## config.mk

```make
export PLATFORM = sky130hd
export DESIGN_NAME = cap_channel
export DESIGN_NICKNAME = d
export VERILOG_FILES = /design/src/rtl/cap_pkg.sv /design/src/rtl/cap_counter.sv /design/src/rtl/cap_insync.sv /design/src/rtl/cap_edge.sv /design/src/rtl/cap_channel.sv
export SDC_FILE = /design/constraint.sdc
export NUM_CORES = 1
export LEC_CHECK = 0
export ABC_AREA = 1
export CORE_MARGIN = 8
export CORE_UTILIZATION = 25
export DETAILED_ROUTE_END_ITERATION = 10
export DONT_BUFFER_PORTS = 1
export GPL_TIMING_DRIVEN = 0
export PLACE_DENSITY_LB_ADDON = 0.2
export SLEW_MARGIN = 20
export SYNTH_ARGS = -nofsm -noshare
export SYNTH_HDL_FRONTEND = slang
export SYNTH_SLANG_ARGS = --single-unit
```

## constraint.sdc

```tcl
create_clock -name clk -period 3.25 [get_ports clk]
set_input_delay 0 -clock clk [delete_from_list [all_inputs] [get_ports clk]]
set_output_delay 0 -clock clk [all_outputs]
set_load 0.03 [all_outputs]
```

## src/rtl/cap_pkg.sv

```systemverilog
package cap_pkg;
   typedef enum logic [1:0] {
      CAP_OFF  = 2'd0,
      CAP_RISE = 2'd1,
      CAP_FALL = 2'd2,
      CAP_BOTH = 2'd3
   } cap_mode_e;
endpackage

```

## src/rtl/cap_counter.sv

```systemverilog
module cap_counter #(
   parameter int CNT_W = 16
) (
   input  logic             clk,
   input  logic             rst_n,
   output logic [CNT_W-1:0] count_o
);
   logic [CNT_W-1:0] cnt_q;

   always_ff @(posedge clk or negedge rst_n) begin
      if (!rst_n) cnt_q <= '0;
      else        cnt_q <= cnt_q + 1'b1;
   end

   assign count_o = cnt_q;
endmodule

```

## src/rtl/cap_insync.sv

```systemverilog
module cap_insync #(
   parameter int STAGES = 2
) (
   input  logic clk,
   input  logic rst_n,
   input  logic d_i,
   output logic q_o
);
   logic [STAGES-1:0] chain_q;

   generate
      for (genvar i = 0; i < STAGES; i++) begin : g_stage
         if (i == 0) begin : g_first
            always_ff @(posedge clk or negedge rst_n) begin
               if (!rst_n) chain_q[0] <= 1'b0;
               else        chain_q[0] <= d_i;
            end
         end else begin : g_next
            always_ff @(posedge clk or negedge rst_n) begin
               if (!rst_n) chain_q[i] <= 1'b0;
               else        chain_q[i] <= chain_q[i-1];
            end
         end
      end
   endgenerate

   assign q_o = chain_q[STAGES-1];
endmodule

```

## src/rtl/cap_edge.sv

```systemverilog
module cap_edge
   import cap_pkg::*;
(
   input  logic      clk,
   input  logic      rst_n,
   input  logic      raw_i,
   input  logic      synced_i,
   input  logic      sync_en_i,
   input  cap_mode_e mode_i,
   output logic      level_o,
   output logic      event_o
);
   logic smp;
   logic prev_q;
   logic rise, fall;

   assign smp = sync_en_i ? synced_i : raw_i;

   always_ff @(posedge clk or negedge rst_n) begin
      if (!rst_n) prev_q <= 1'b0;
      else        prev_q <= smp;
   end

   assign rise = smp & ~prev_q;
   assign fall = ~smp & prev_q;

   always_comb begin
      unique case (mode_i)
         CAP_RISE: event_o = rise;
         CAP_FALL: event_o = fall;
         CAP_BOTH: event_o = rise | fall;
         default:  event_o = 1'b0;
      endcase
   end

   assign level_o = smp;
endmodule

```

## src/rtl/cap_channel.sv

```systemverilog
module cap_channel
   import cap_pkg::*;
#(
   parameter int CNT_W       = 16,
   parameter int SYNC_STAGES = 2,
   parameter bit AUTO_ACK    = 1'b1,
   parameter bit BLOCK_ON_OV = 1'b0
) (
   input  logic             clk,
   input  logic             rst_n,
   input  logic             cap_in,
   input  logic             sync_en_i,
   input  logic [1:0]       mode_i,
   input  logic             rd_cap_i,
   input  logic             clr_ifg_i,
   input  logic             clr_ov_i,
   input  logic             irq_ack_i,
   output logic [CNT_W-1:0] count_o,
   output logic [CNT_W-1:0] cap_val_o,
   output logic             level_o,
   output logic             ifg_o,
   output logic             ov_o,
   output logic             irq_o
);
   localparam int CW = CNT_W;

   generate
      if (CNT_W < 2)       begin : g_bad_width $error("CNT_W must be at least 2"); end
      if (SYNC_STAGES < 2) begin : g_bad_sync  $error("SYNC_STAGES must be at least 2"); end
   endgenerate

   logic [CW-1:0] count;
   logic          synced;
   logic          ev;
   logic          take;
   logic          ack_clr;
   logic [CW-1:0] cap_q;
   logic          unread_q;
   logic          ov_q;
   logic          ifg_q;
   cap_mode_e     mode;

   assign mode = cap_mode_e'(mode_i);

   cap_counter #(.CNT_W(CW)) u_cnt (
      .clk     (clk),
      .rst_n   (rst_n),
      .count_o (count)
   );

   cap_insync #(.STAGES(SYNC_STAGES)) u_sync (
      .clk   (clk),
      .rst_n (rst_n),
      .d_i   (cap_in),
      .q_o   (synced)
   );

   cap_edge u_edge (
      .clk       (clk),
      .rst_n     (rst_n),
      .raw_i     (cap_in),
      .synced_i  (synced),
      .sync_en_i (sync_en_i),
      .mode_i    (mode),
      .level_o   (level_o),
      .event_o   (ev)
   );

   generate
      if (BLOCK_ON_OV) begin : g_block
         assign take = ev & ~ov_q;
      end else begin : g_free
         assign take = ev;
      end
      if (AUTO_ACK) begin : g_ack
         assign ack_clr = irq_ack_i;
      end else begin : g_noack
         assign ack_clr = 1'b0;
      end
   endgenerate

   always_ff @(posedge clk or negedge rst_n) begin
      if (!rst_n) begin
         cap_q    <= '0;
         unread_q <= 1'b0;
         ov_q     <= 1'b0;
         ifg_q    <= 1'b0;
      end else begin
         if (take) cap_q <= count;

         if (take)          unread_q <= 1'b1;
         else if (rd_cap_i) unread_q <= 1'b0;

         if (take && unread_q && !rd_cap_i) ov_q <= 1'b1;
         else if (clr_ov_i)                 ov_q <= 1'b0;

         if (ev)                        ifg_q <= 1'b1;
         else if (clr_ifg_i || ack_clr) ifg_q <= 1'b0;
      end
   end

   assign count_o   = count;
   assign cap_val_o = cap_q;
   assign ov_o      = ov_q;
   assign ifg_o     = ifg_q;
   assign irq_o     = ifg_q;
endmodule

```

==> Word-level counts from Yosys, hierarchy flattened <==
Index checks and enable logic that the tools add are counted.
{ "op_classes": {"n_addsub": 1, "eq_ne": 3, "n_mul": 0, "reduce_logical": 7, "magnitude_cmp": 0, "div_mod_pow": 0, "n_shift": 0, "n_bitwise": 5, "muxes": 8} }
{ "op_table": {"columns": ["cell", "n"], "rows": [
  ["adder 16 x 1 -> 16 bit, second input constant", 1],
  ["two-way mux 1 bit", 7],
  ["nonzero test 2 bit", 3],
  ["equality test 2 bit, second input constant", 2],
  ["case mux 1 bit (3 select lines)", 1],
  ["AND 1 bit", 2],
  ["equality test 2 x 1 -> 1 bit, second input constant", 1],
  ["logical AND 1 bit", 2],
  ["inverter 1 bit", 2],
  ["logical NOT 1 bit", 1],
  ["logical OR 1 bit", 1],
  ["OR 1 bit", 1]
]} }
{ "word_totals": {"latchBits": 0, "ram_bits": 0, "n_memories": 0, "output_inout_bits": 36, "elab_cells": 32, "mem_bits_ro": 0, "input_bits": 10, "reg_bits": 38} }

==> Depth between registers and ports, before layout <==
Gate-level depths: netlist of the first run.
{ "logic_depth": {"depth_word": 8, "depth_mapped": 10, "mapped_depth_nobuf": 9} }

==> By module <==
Synthesis of the first run repeated with hierarchy kept, for this count alone.
{ "hier_totals": {"cells_unflattened": 187, "hier_area_um2": 1686.6} }
{ "by_module_without_submodules": {"columns": ["mod", "instances", "seq_area_each_um2", "cells_per_inst", "area_per_inst_um2"], "rows": [
  ["cap_counter", 1, 400.4, 88, 773.2],
  ["cap_channel", 1, 475.5, 82, 758.2],
  ["cap_edge", 1, 25.0, 15, 105.1],
  ["cap_insync", 1, 50.0, 2, 50.0]
]} }

==> Worst setup path before layout of the first run <==
OpenSTA, ideal clock, no wires.
{ "synth_timing": {"path_kind": "reg-to-reg", "start": "register u_sync.chain_q[1], in the netlist u_sync.q_o", "end": "register cap_q[2], in the netlist cap_val_o[2]", "t_arrival_ns": 1.425, "setup_ns": 0.119, "period_less_slack_ns": 1.544, "stages_incl_launch_ff": 10, "slack_ns": 1.706, "n_path_buf": 1, "t_required_ns": 3.131, "path_cell_list": "dfrtp_1 > inv_1 > nand2_1 > o21ai_0 > inv_1 > ha_1 > nand3_1 > buf_4 > nand3_1 > nand2_1"} }
{ "synth_between": {"elab_chain_cells": 5, "word_cells_on_any_way": 6, "classes_between": "2 x mux; 4 x bitwise"} }
{ "synth_lines": {"columns": ["item", "line", "source"], "rows": [
  ["start: declaration", "cap_insync.sv:9", "logic [STAGES-1:0] chain_q;"],
  ["start signal: indexed assignment", "cap_insync.sv:21", "else chain_q[i] <= chain_q[i-1];"],
  ["two-way mux 1 bit *", "cap_edge.sv:17", "assign smp = sync_en_i ? synced_i : raw_i;"],
  ["via level_o", "cap_channel.sv:20", "output logic level_o,"],
  ["inverter 1 bit", "cap_edge.sv:25", "assign fall = ~smp & prev_q;"],
  ["AND 1 bit", "cap_edge.sv:25", null],
  ["OR 1 bit", "cap_edge.sv:31", "CAP_BOTH: event_o = rise | fall;"],
  ["case mux 1 bit (3 select lines) *", "cap_edge.sv:28", "unique case (mode_i)"],
  ["end signal: assignment", "cap_channel.sv:89", "if (take) cap_q <= count;"],
  ["end: declaration", "cap_channel.sv:37", "logic [CW-1:0] cap_q;"]
]} }
The timed path passes the listed nets; every way through them passes the cells marked *.
A chain may end at the register's enable or synchronous reset.

==> Worst setup path in the final report of the first run <==
{ "layout_timing": {"start": "register u_sync.chain_q[1], in the netlist u_sync.q_o", "end": "register cap_q[1], in the netlist cap_val_o[1]"} }
Same word-level chain as after synthesis.

==> results of run 1 <==
## cell families (layout without fill, tap and decap cells)
| kind of cell | Yosys count | count (layout) | share of synthesized area, % |
|---|---|---|---|
| AND/OR/NAND/NOR | 113 | 113 | 28.8 |
| buffers and inverters | 22 | 37 | 6.38 |
| adder cells (fa/ha/maj) | 3 | 3 | 2.20 |
| AO/OA/AOI/OAI | 7 | 7 | 2.71 |
| XOR/XNOR | 8 | 8 | 4.11 |
| flip-flops | 38 | 38 | 55.8 |
## flip-flops by register name, indices dropped and copies added, names as in the netlist
| name | flops |
|---|---|
| u_sync.chain_q | 1 |
| u_sync.q_o | 1 |
| unread_q | 1 |
| u_cnt.count_o | 16 |
| cap_val_o | 16 |
| u_edge.prev_q | 1 |
| ifg_o | 1 |
| ov_o | 1 |
## per-layer routing
layer,up-vias,track usage [%],wire length (um)
met3,6,3.52,314
met5,-,0,0
met2,31,13.4,1970
met1,611,12.3,1980
met4,0,3.90,78
li1,641,-,-
## power breakdown
group / total (W) / switching [W] / leakage [nW] / internal [W]
combinational: 0.0000850 / 0.0000533 / 0.445 / 0.0000317
sequential: 0.000538 / 0.0000463 / 0.491 / 0.000492
clock: 0.000311 / 0.000164 / 0.0373 / 0.000147
total: 0.000934 / 0.000263 / 0.973 / 0.000671
## cells in the mapped netlist
cell type | instances | area (um^2)
o21ai_0 | 4 | 20.0
xnor2_1 | 4 | 35.0
nand4_1 | 3 | 18.8
ha_1 | 3 | 37.5
nand2_2 | 1 | 6.26
o211ai_2 | 1 | 12.5
buf_6 | 2 | 22.5
o21ai_2 | 1 | 8.76
nand3_2 | 1 | 10.0
a21oi_1 | 1 | 5.00
nor2_1 | 16 | 60.1
xor2_1 | 4 | 35.0
nand3_1 | 38 | 190
inv_1 | 17 | 63.8
nand2_1 | 53 | 199
dfrtp_1 | 38 | 951
nand3b_1 | 1 | 7.51
buf_4 | 3 | 22.5
## cell usage in the layout, fill, tap and decap left out
cell and count:
nand4_1 3, nand2_1 53, nor2_1 16, nand3_1 38
buf_6 2, nand2_2 1, o211ai_2 1, o21ai_0 4
buf_12 1, xnor2_1 4, buf_4 3, ha_1 3
dfrtp_1 38, clkbuf_1 1, o21ai_2 1, xor2_1 4
nand3b_1 1, clkinvlp_4 1, inv_1 17, clkbuf_8 5
dlygate4sd3_1 7, nand3_2 1, a21oi_1 1
## per-stage QoR
step | cell area, um^2 | hold slack [ns] | setup slack, ns | instances
2_1_floorplan | 1710 | -0.296 | 1.71 | 191
3_3_place_gp | 1810 | -0.294 | 1.47 | 271
3_5_place_dp | 1810 | -0.294 | 1.46 | 271
4_1_cts | 1980 | 0.0702 | 1.44 | 286
5_1_grt | 1980 | 0.0735 | 1.27 | 286
6_report | 1980 | 0.0595 | 1.48 | 286
## final timing paths
kind	from	endpoint	depth (start not counted)	slack [ns]
min in group asynchronous	rst_n	cap_val_o[4]	2	0.17
max in group asynchronous	rst_n	u_edge.prev_q	2	2.89
worst min register to register	u_sync.chain_q[0]	u_sync.q_o	0	0.35
worst max register to register	u_sync.q_o	cap_val_o[1]	9	1.48
worst min-delay path	mode_i[1]	cap_val_o[7]	3	0.06
worst max-delay path	u_sync.q_o	cap_val_o[1]	9	1.48
## tightest hold or removal path: cells and delay by family
kind | cells | cell delay [ns]
AO/OA/AOI/OAI | 1 | 0.16
AND/OR/NAND/NOR | 2 | 0.16
## area by class of cell
cell class	instances	area (um^2)
clock inverter	1	7.51
tap	80	100
fill	714	4710
buffer	5	45.0
inverter	17	63.8
clock buffer	6	72.6
multi-input combinational	131	646
sequential	38	951
timing repair buffer	8	90.1
==> flow_summary.yaml, run 1 <==
yosys:
  netlist_instances: 191
  ys_warn_count: 0
  yosysSeqAreaShare_pct: 55.8
  syn-cell-area_mm2: 0.00171
  syn-mean-instance-area_um2: 8.93
  ys_types: 18
  syn_nets: 204
  synth-seq-cells: 38
timing:
  finClkSkew_ns: 0.00792
  period_minus_slack_ns: 1.77
  rsz0062_at_grt: "false"
  hold_violations: 0
  clock.fmax_ghz: 0.564
  slew_viol_final: 0
  setup_viol: 0
  finalCritPeriodShare_pct: 54.5
  worst_pin_slew_ns: 0.484
  slew_headroom_pct: 67.7
  fin_setup_tns_ns: 0
finish:
  nNetsFinal: 219
  n_antenna_cell: 0
  utilization_pct: 29.6
  syn_to_final_growth_pct: 15.8
  drive_above_1_share_pct: 7.77
worst_setup_path:
  worstPathMaxFanout: 10
  crit_chain: "inv_1 -> nand2_1 -> o21ai_0 -> inv_1 -> ha_1 -> nand3_1 -> buf_4 -> nand3_1 -> nand2_1"
  path_delay_family: "buffers and inverters"
  crit_slowest_cell: "dfrtp_1"
  required_ns: 3.43
  path_buf_inv: 3
  worstSetupPathType: "reg2reg"
  cp-start-kind: "flip-flop"
  max_stage_delay_ns: 0.33
  critPathArrivalTime_ns: 1.96
  end_kind: "flip-flop"
route:
  drt_iter0_drc: 55
  antenna_left: 0
  route.vias.total: 1289
  via_per_inst: 4.51
  routed_wl_mm: 4.33
  drc: 0
  firstDrtPassIters: 4
  wl_per_cell_um: 15.2
power_and_ir_drop:
  power_per_cell_area_mw_per_mm2: 473
  ir_worst_vdd_mv: 0.115
  power.leakage_nw: 0.973
  total_power_w: 0.000934
placed_design:
  port_buffers: 0
  place_congestion: 0.694
  dp_hpwl_mm: 3.18
grt:
  grt_pass1_vias: 1328
  grt_antenna_before_repair: 0
  track_usage_pct: 9.39
  grt_pass1_wl_mm: 7.24
  grt_max_degree: 39
  grt_overflow: 0
clocking:
  cts_tree: "yes"
  cts.sinks: 38
  htreeDepth: 2
  clk_path_buf_depth: 2
  post-cts-setup-buffer-count: 0
  cts_resized: 0
  clkTransAtPathRegs_ns: 0.08
  ctsHoldBuffers: 8
  clock_latency_ns: 0.29
  numCtsBuffers: 5
  cts_root_buf: "clkbuf_8"
floorplanning:
  rows: 30
  dieArea_mm2: 0.00972
  coreArea_mm2: 0.00668
  pin_count: 46
  die_h_um: 98.6
  die_x_um: 98.6
  initial_core_util_pct: 25.5
run:
  maxCapViolCount: 0
status:
  status: "finished, final reports clean"
worst_hold_path:
  hold_class: "in2reg"
Power figures use the tool's default switching activity.
==> inputs of run 2 (changes only) <==
--- a/config.mk
+++ b/config.mk
@@ -5,7 +5,7 @@
 export SDC_FILE = /design/constraint.sdc
 export NUM_CORES = 1
 export LEC_CHECK = 0
-export ABC_AREA = 1
+export ABC_AREA = 0
 export CORE_MARGIN = 8
 export CORE_UTILIZATION = 25
 export DETAILED_ROUTE_END_ITERATION = 10
==> constraint.sdc (replaced) <==
create_clock -name clk -period 1.6 [get_ports clk]
set_input_delay 0 -clock clk [delete_from_list [all_inputs] [get_ports clk]]
set_output_delay 0 -clock clk [all_outputs]
set_load 0.03 [all_outputs]
==> run 2 against run 1 <==
Effect of this change:
- the flow now finishes with violations (negative setup slack)
- clock-buffer cell count shrank 1
- combinational power grew to 2.5 times the previous value
- power grew 130%
- largest cell class unchanged
- largest power group unchanged
- highest routed layer unchanged
==> flow_summary.yaml, run 2 <==
finish:
  drive_above_1_share_pct: 36.0
  n_antenna_cell: 0
  finalNonFillerCells: 200
  layout_common_cells: "32 x dfrtp_1, 16 x mux2_4, 12 x xnor2_1"
  utilization_pct: 32.6
  layout_commonest_cell: "dfrtp_1"
  nFillCells: 596
  nNetsFinal: 137
  syn_to_final_growth_pct: 24.9
floorplanning:
  initial_core_util_pct: 26.1
  die_x_um: 95.0
  die_h_um: 95.0
  rows: 28
  dieArea_mm2: 0.00903
  pin_count: 46
  coreArea_mm2: 0.00599
clocking:
  cts_tree: "yes"
  clock_latency_ns: 0.28
  clkTransAtPathRegs_ns: 0.08
  cts.sinks: 38
  cts_root_buf: "clkbuf_8"
  numCtsBuffers: 5
  clk_path_buf_depth: 2
  htreeDepth: 2
yosys:
  synth_edf_count: 0
  synth-seq-cells: 38
  yosysMostFrequentCell: "dfrtp_1"
  synth_top_area_cell: "dfrtp_1"
  ys_types: 22
  syn_nets: 120
  async_flop_share_pct: 100
  yosys-top-cells-area: "dfrtp_1 61%, mux2_4 6.7%, xnor2_1 6.7%"
  netlist_instances: 107
  synthTopCellsByCount: "38 x dfrtp_1, 12 x xnor2_1, 9 x mux2_2, 7 x mux2_4, 7 x nand3_1"
  yosysSeqAreaShare_pct: 60.9
  synth_ff_type: "dfrtp_1"
  ys_warn_count: 0
  yosysTopAreaCellShare_pct: 60.9
  syn-mean-instance-area_um2: 14.6
  syn-cell-area_mm2: 0.00156
power_and_ir_drop:
  power_per_cell_area_mw_per_mm2: 1080
  power.leakage_nw: 0.907
  total_power_w: 0.00210
  ir_worst_vdd_mv: 0.507
grt:
  grt_pass1_wl_mm: 5.41
  grt_antenna_before_repair: 0
  grt_pass1_vias: 1004
  grt_max_degree: 39
  track_usage_pct: 8.02
  grt_overflow: 0
worst_setup_path:
  crit_path_frequent_cell: "o21ai_4"
  path_buf_inv: 1
  cp-start-kind: "flip-flop"
  required_ns: 1.77
  crit_slowest_cell: "dfrtp_1"
  max_stage_delay_ns: 0.37
  critPathArrivalTime_ns: 1.95
  path_delay_family: "multiplexers"
  worstSetupPathType: "reg2reg"
  worstPathMaxFanout: 10
  end_kind: "flip-flop"
  crit_chain: "mux2i_2 -> ha_1 -> nor2b_4 -> o21ai_4 -> o21ai_4 -> buf_8 -> mux2_4"
timing:
  setup_viol: 17
  hold_violations: 0
  clock.fmax_ghz: 0.560
  finClkSkew_ns: 0.00570
  period_minus_slack_ns: 1.79
  slew_viol_final: 0
  finalCritPeriodShare_pct: 112
  slew_headroom_pct: 70.4
  setup_slack_ns: -0.186
  fin_setup_tns_ns: -2.49
  fin_hold_ws_ns: 0.163
  worst_pin_slew_ns: 0.445
  rsz0062_at_grt: "true"
route:
  antenna_left: 0
  drc: 0
  route.vias.total: 882
  firstDrtPassIters: 4
  drt_iter0_drc: 21
  via_per_inst: 4.41
  routed_wl_mm: 3.38
  wl_per_cell_um: 16.9
placed_design:
  dp_cells: 182
  port_buffers: 0
  dp_hpwl_mm: 2.38
  place_congestion: 0.692
run:
  maxCapViolCount: 0
status:
  violations: "negative setup slack"
  status: "finished with violations"
worst_hold_path:
  hold_class: "in2async"
==> run 2: changes by cell type after synthesis, sizes merged, moves of 4 or more <==
cell,change
mux2,+16
xnor2,+8
and3,+4
nand3,-32
nand2,-50
nor2,-15
inv,-12
==> run 2: path summary, 6_finish.rpt <==
path	start	cells past startpoint	slack (ns)	end
worst max-delay path	u_sync.q_o	7	-0.19	cap_val_o[14]
worst min-delay path	rst_n	2	0.16	u_cnt.count_o[3]
worst max register to register	u_sync.q_o	7	-0.19	cap_val_o[14]
worst min register to register	u_sync.chain_q[0]	0	0.35	u_sync.q_o
max in group asynchronous	rst_n	2	1.23	u_cnt.count_o[7]
min in group clk	mode_i[1]	3	0.16	unread_q
==> run 2: repair_timing <==
item | in CTS | in global routing
hold buffers | 8 | 0
hold endpoints to repair | 43 | 0
gates resized for setup | 18 | 2
buffers inserted | 2 | 0
setup endpoints to repair | 25 | 21
==> run 2: logic make-up after synthesis <==
family,Yosys count,synth area share (%)
mux,17,13.9
fa+ha+maj,3,2.40
simple gates,22,8.41
compound gates,5,3.69
flops,38,60.9
xor+xnor,14,7.85
buf+inv,8,2.88
==> run 2: stage by stage <==
stage / setup slack, ns / cell area (um^2)
after floorplan: -0.156 / 1560
after global placement: -0.298 / 1660
after detailed placement: -0.342 / 1660
after CTS: -0.209 / 1950
after global routing: -0.267 / 1950
final: -0.186 / 1950
==> run 2: metal layers <==
layer | share of wire (%) | wire (um) | track usage, % | up-vias
met5 | 0 | 0 | 0 | -
met4 | 1.2 | 42 | 3.90 | 0
met3 | 9.1 | 307 | 4.01 | 4
met2 | 53 | 1800 | 13.5 | 22
met1 | 36 | 1230 | 8.15 | 463
li1 | - | - | - | 393
==> run 2: cell type report <==
cell class | instances | area (um^2) | area share, %
Sequential cell | 38 | 958 | 49.1
Multi-Input combinational cell | 61 | 611 | 31.3
Timing Repair Buffer | 10 | 130 | 6.67
Tap cell | 75 | 93.8 | 4.81
Clock buffer | 5 | 68.8 | 3.53
Clock inverter | 3 | 40.0 | 2.05
Buffer | 3 | 30.0 | 1.54
Inverter | 5 | 18.8 | 0.962
==> run 2: report_power, final <==
part           leakage (nW)  switching (W)  internal, W
sequential            0.483       0.000101      0.00100
combinational         0.366      0.0000932     0.000121
clock                0.0579       0.000327     0.000459
==> inputs of run 3 (changes only) <==
--- a/config.mk
+++ b/config.mk
@@ -16,3 +16,4 @@
 export SYNTH_ARGS = -nofsm -noshare
 export SYNTH_HDL_FRONTEND = slang
 export SYNTH_SLANG_ARGS = --single-unit
+export TNS_END_PERCENT = 1
==> constraint.sdc (replaced) <==
create_clock -name clk -period 1.6 [get_ports clk]
set_input_delay 0.4 -clock clk [delete_from_list [all_inputs] [get_ports clk]]
set_output_delay 0.4 -clock clk [all_outputs]
set_load 0.03 [all_outputs]
==> run 3 against run 2 <==
Effect of this change:
- the flow still finishes with violations (negative setup slack)
- design area fell by 1.8%
- flip-flop and latch count unchanged
- fmax increased by 4.4%
- global-route usage grew 0.092 points
- clock power fell by 15%
- via count decreased by 2.3%
- critical endpoint is now cap_val_o[3]
==> flow_summary.yaml, run 3 (same netlist as run 2, synthesis figures left out) <==
status:
  status: "finished with violations"
  violations: "negative setup slack"
route:
  firstDrtPassIters: 2
  drc: 0
  wl_per_cell_um: 17.6
  route.vias.total: 862
  routed_wl_mm: 3.44
  antenna_left: 0
  via_per_inst: 4.42
  drt_iter0_drc: 29
clocking:
  htreeDepth: 2
  cts_root_buf: "clkbuf_8"
  clk_path_buf_depth: 2
  clkTransAtPathRegs_ns: 0.07
  clock_latency_ns: 0.28
  cts_tree: "yes"
  numCtsBuffers: 5
  cts.sinks: 38
grt:
  grt_overflow: 0
  grt_pass1_vias: 979
  grt_pass1_wl_mm: 5.44
  grt_max_degree: 39
  track_usage_pct: 8.12
  grt_antenna_before_repair: 0
power_and_ir_drop:
  power.leakage_nw: 0.867
  ir_worst_vdd_mv: 0.297
  power_per_cell_area_mw_per_mm2: 1030
timing:
  worst_pin_slew_ns: 0.446
  finClkSkew_ns: 0.00892
  clock.fmax_ghz: 0.584
  finalCritPeriodShare_pct: 107
  slew_headroom_pct: 70.3
  hold_violations: 0
  fin_setup_tns_ns: -1.58
  slew_viol_final: 0
  setup_viol: 17
  setup_slack_ns: -0.111
  period_minus_slack_ns: 1.71
  rsz0062_at_grt: "true"
placed_design:
  place_congestion: 0.635
  dp_hpwl_mm: 2.51
  dp_cells: 182
  port_buffers: 0
worst_setup_path:
  worstPathMaxFanout: 10
  end_kind: "flip-flop"
  critPathArrivalTime_ns: 1.88
  cp-start-kind: "flip-flop"
  worstSetupPathType: "reg2reg"
  required_ns: 1.77
finish:
  layout_common_cells: "28 x dfrtp_1, 15 x mux2_4, 12 x xnor2_1"
  drive_above_1_share_pct: 43.3
  layout_commonest_cell: "dfrtp_1"
  n_antenna_cell: 0
  finalNonFillerCells: 195
  nNetsFinal: 132
  syn_to_final_growth_pct: 22.7
worst_hold_path:
  hold_class: "in2reg"
floorplanning:
  die_h_um: 95.0
  die_x_um: 95.0
  rows: 28
  coreArea_mm2: 0.00599
  pin_count: 46
  initial_core_util_pct: 26.1
  dieArea_mm2: 0.00903
run:
  maxCapViolCount: 0
[run 3: cell count changes in the layout (fill, tap and decap cells not counted), sizes merged]
cell and change:
clkbuf +2, bufinv -1, buf +1, clkinv -1, dlygate4sd3 -6
[run 3: report_power, final]
part | total (W) | switching, W | internal (W)
clock network | 0.000665 | 0.000318 | 0.000347
logic | 0.000205 | 0.0000926 | 0.000113
registers | 0.00111 | 0.000106 | 0.00100
total | 0.00198 | 0.000516 | 0.00146
[run 3: what timing repair did]
| action | in CTS | in global routing |
|---|---|---|
| setup endpoints to repair | 25 | 19 |
| pin swaps | 1 | 0 |
| resized for setup | 14 | 9 |
| hold buffers | 2 | 0 |
| hold endpoints to repair | 38 | 0 |
| setup buffers | 3 | 0 |
[run 3: per-layer routing]
metal / track usage (%) / routed length (um)
met5: 0 / 0
met4: 4.68 / 60
met3: 3.85 / 257
met2: 13.2 / 1800
met1: 8.46 / 1320
[run 3: final timing paths]
check                             startpoint                end  slack, ns  cells past startpoint
min                                   cap_in  u_sync.chain_q[0]       0.15                      0
min reg2reg                u_sync.chain_q[0]         u_sync.q_o       0.35                      0
min in group asynchronous              rst_n   u_cnt.count_o[4]       0.56                      2
max                               u_sync.q_o       cap_val_o[3]      -0.11                      7
max in group asynchronous              rst_n  u_cnt.count_o[10]       0.83                      2
max reg2reg                       u_sync.q_o       cap_val_o[3]      -0.11                      7
[run 3: metrics by stage]
| step | area [um^2] | hold WS (ns) | total power [W] | util (%) | worst slack [ns] |
|---|---|---|---|---|---|
| 6_report | 1920 | 0.146 | 0.00198 | 32.0 | -0.111 |
| 5_1_grt | 1920 | 0.124 | 0.00209 | 32.0 | -0.187 |
| 4_1_cts | 1890 | 0.133 | 0.00202 | 31.6 | -0.128 |
| 3_5_place_dp | 1700 | 0.105 | 0.00129 | 28.4 | -0.454 |
| 3_3_place_gp | 1700 | 0.106 | 0.00127 | 28.4 | -0.386 |
| 2_1_floorplan | 1610 | 0.104 | 0.00125 | - | -0.206 |
[run 3: layout make-up]
class / instances / area, um^2
well taps: 75 / 93.8
inverters: 5 / 26.3
plain buffers: 3 / 30.0
repair buffers: 5 / 65.1
fillers: 593 / 4080
flip-flops and latches: 38 / 963
multi-input cells: 61 / 646
clock inverters: 1 / 5.00
clock buffers: 7 / 86.3
[run 3: worst max-delay path: stages, from the launching register on]
cell	delay, ns
dfrtp_1	0.40
mux2i_4	0.19
ha_4	0.23
nor2b_4	0.12
o21ai_4	0.06
o21ai_4	0.09
buf_8	0.19
mux2_4	0.31
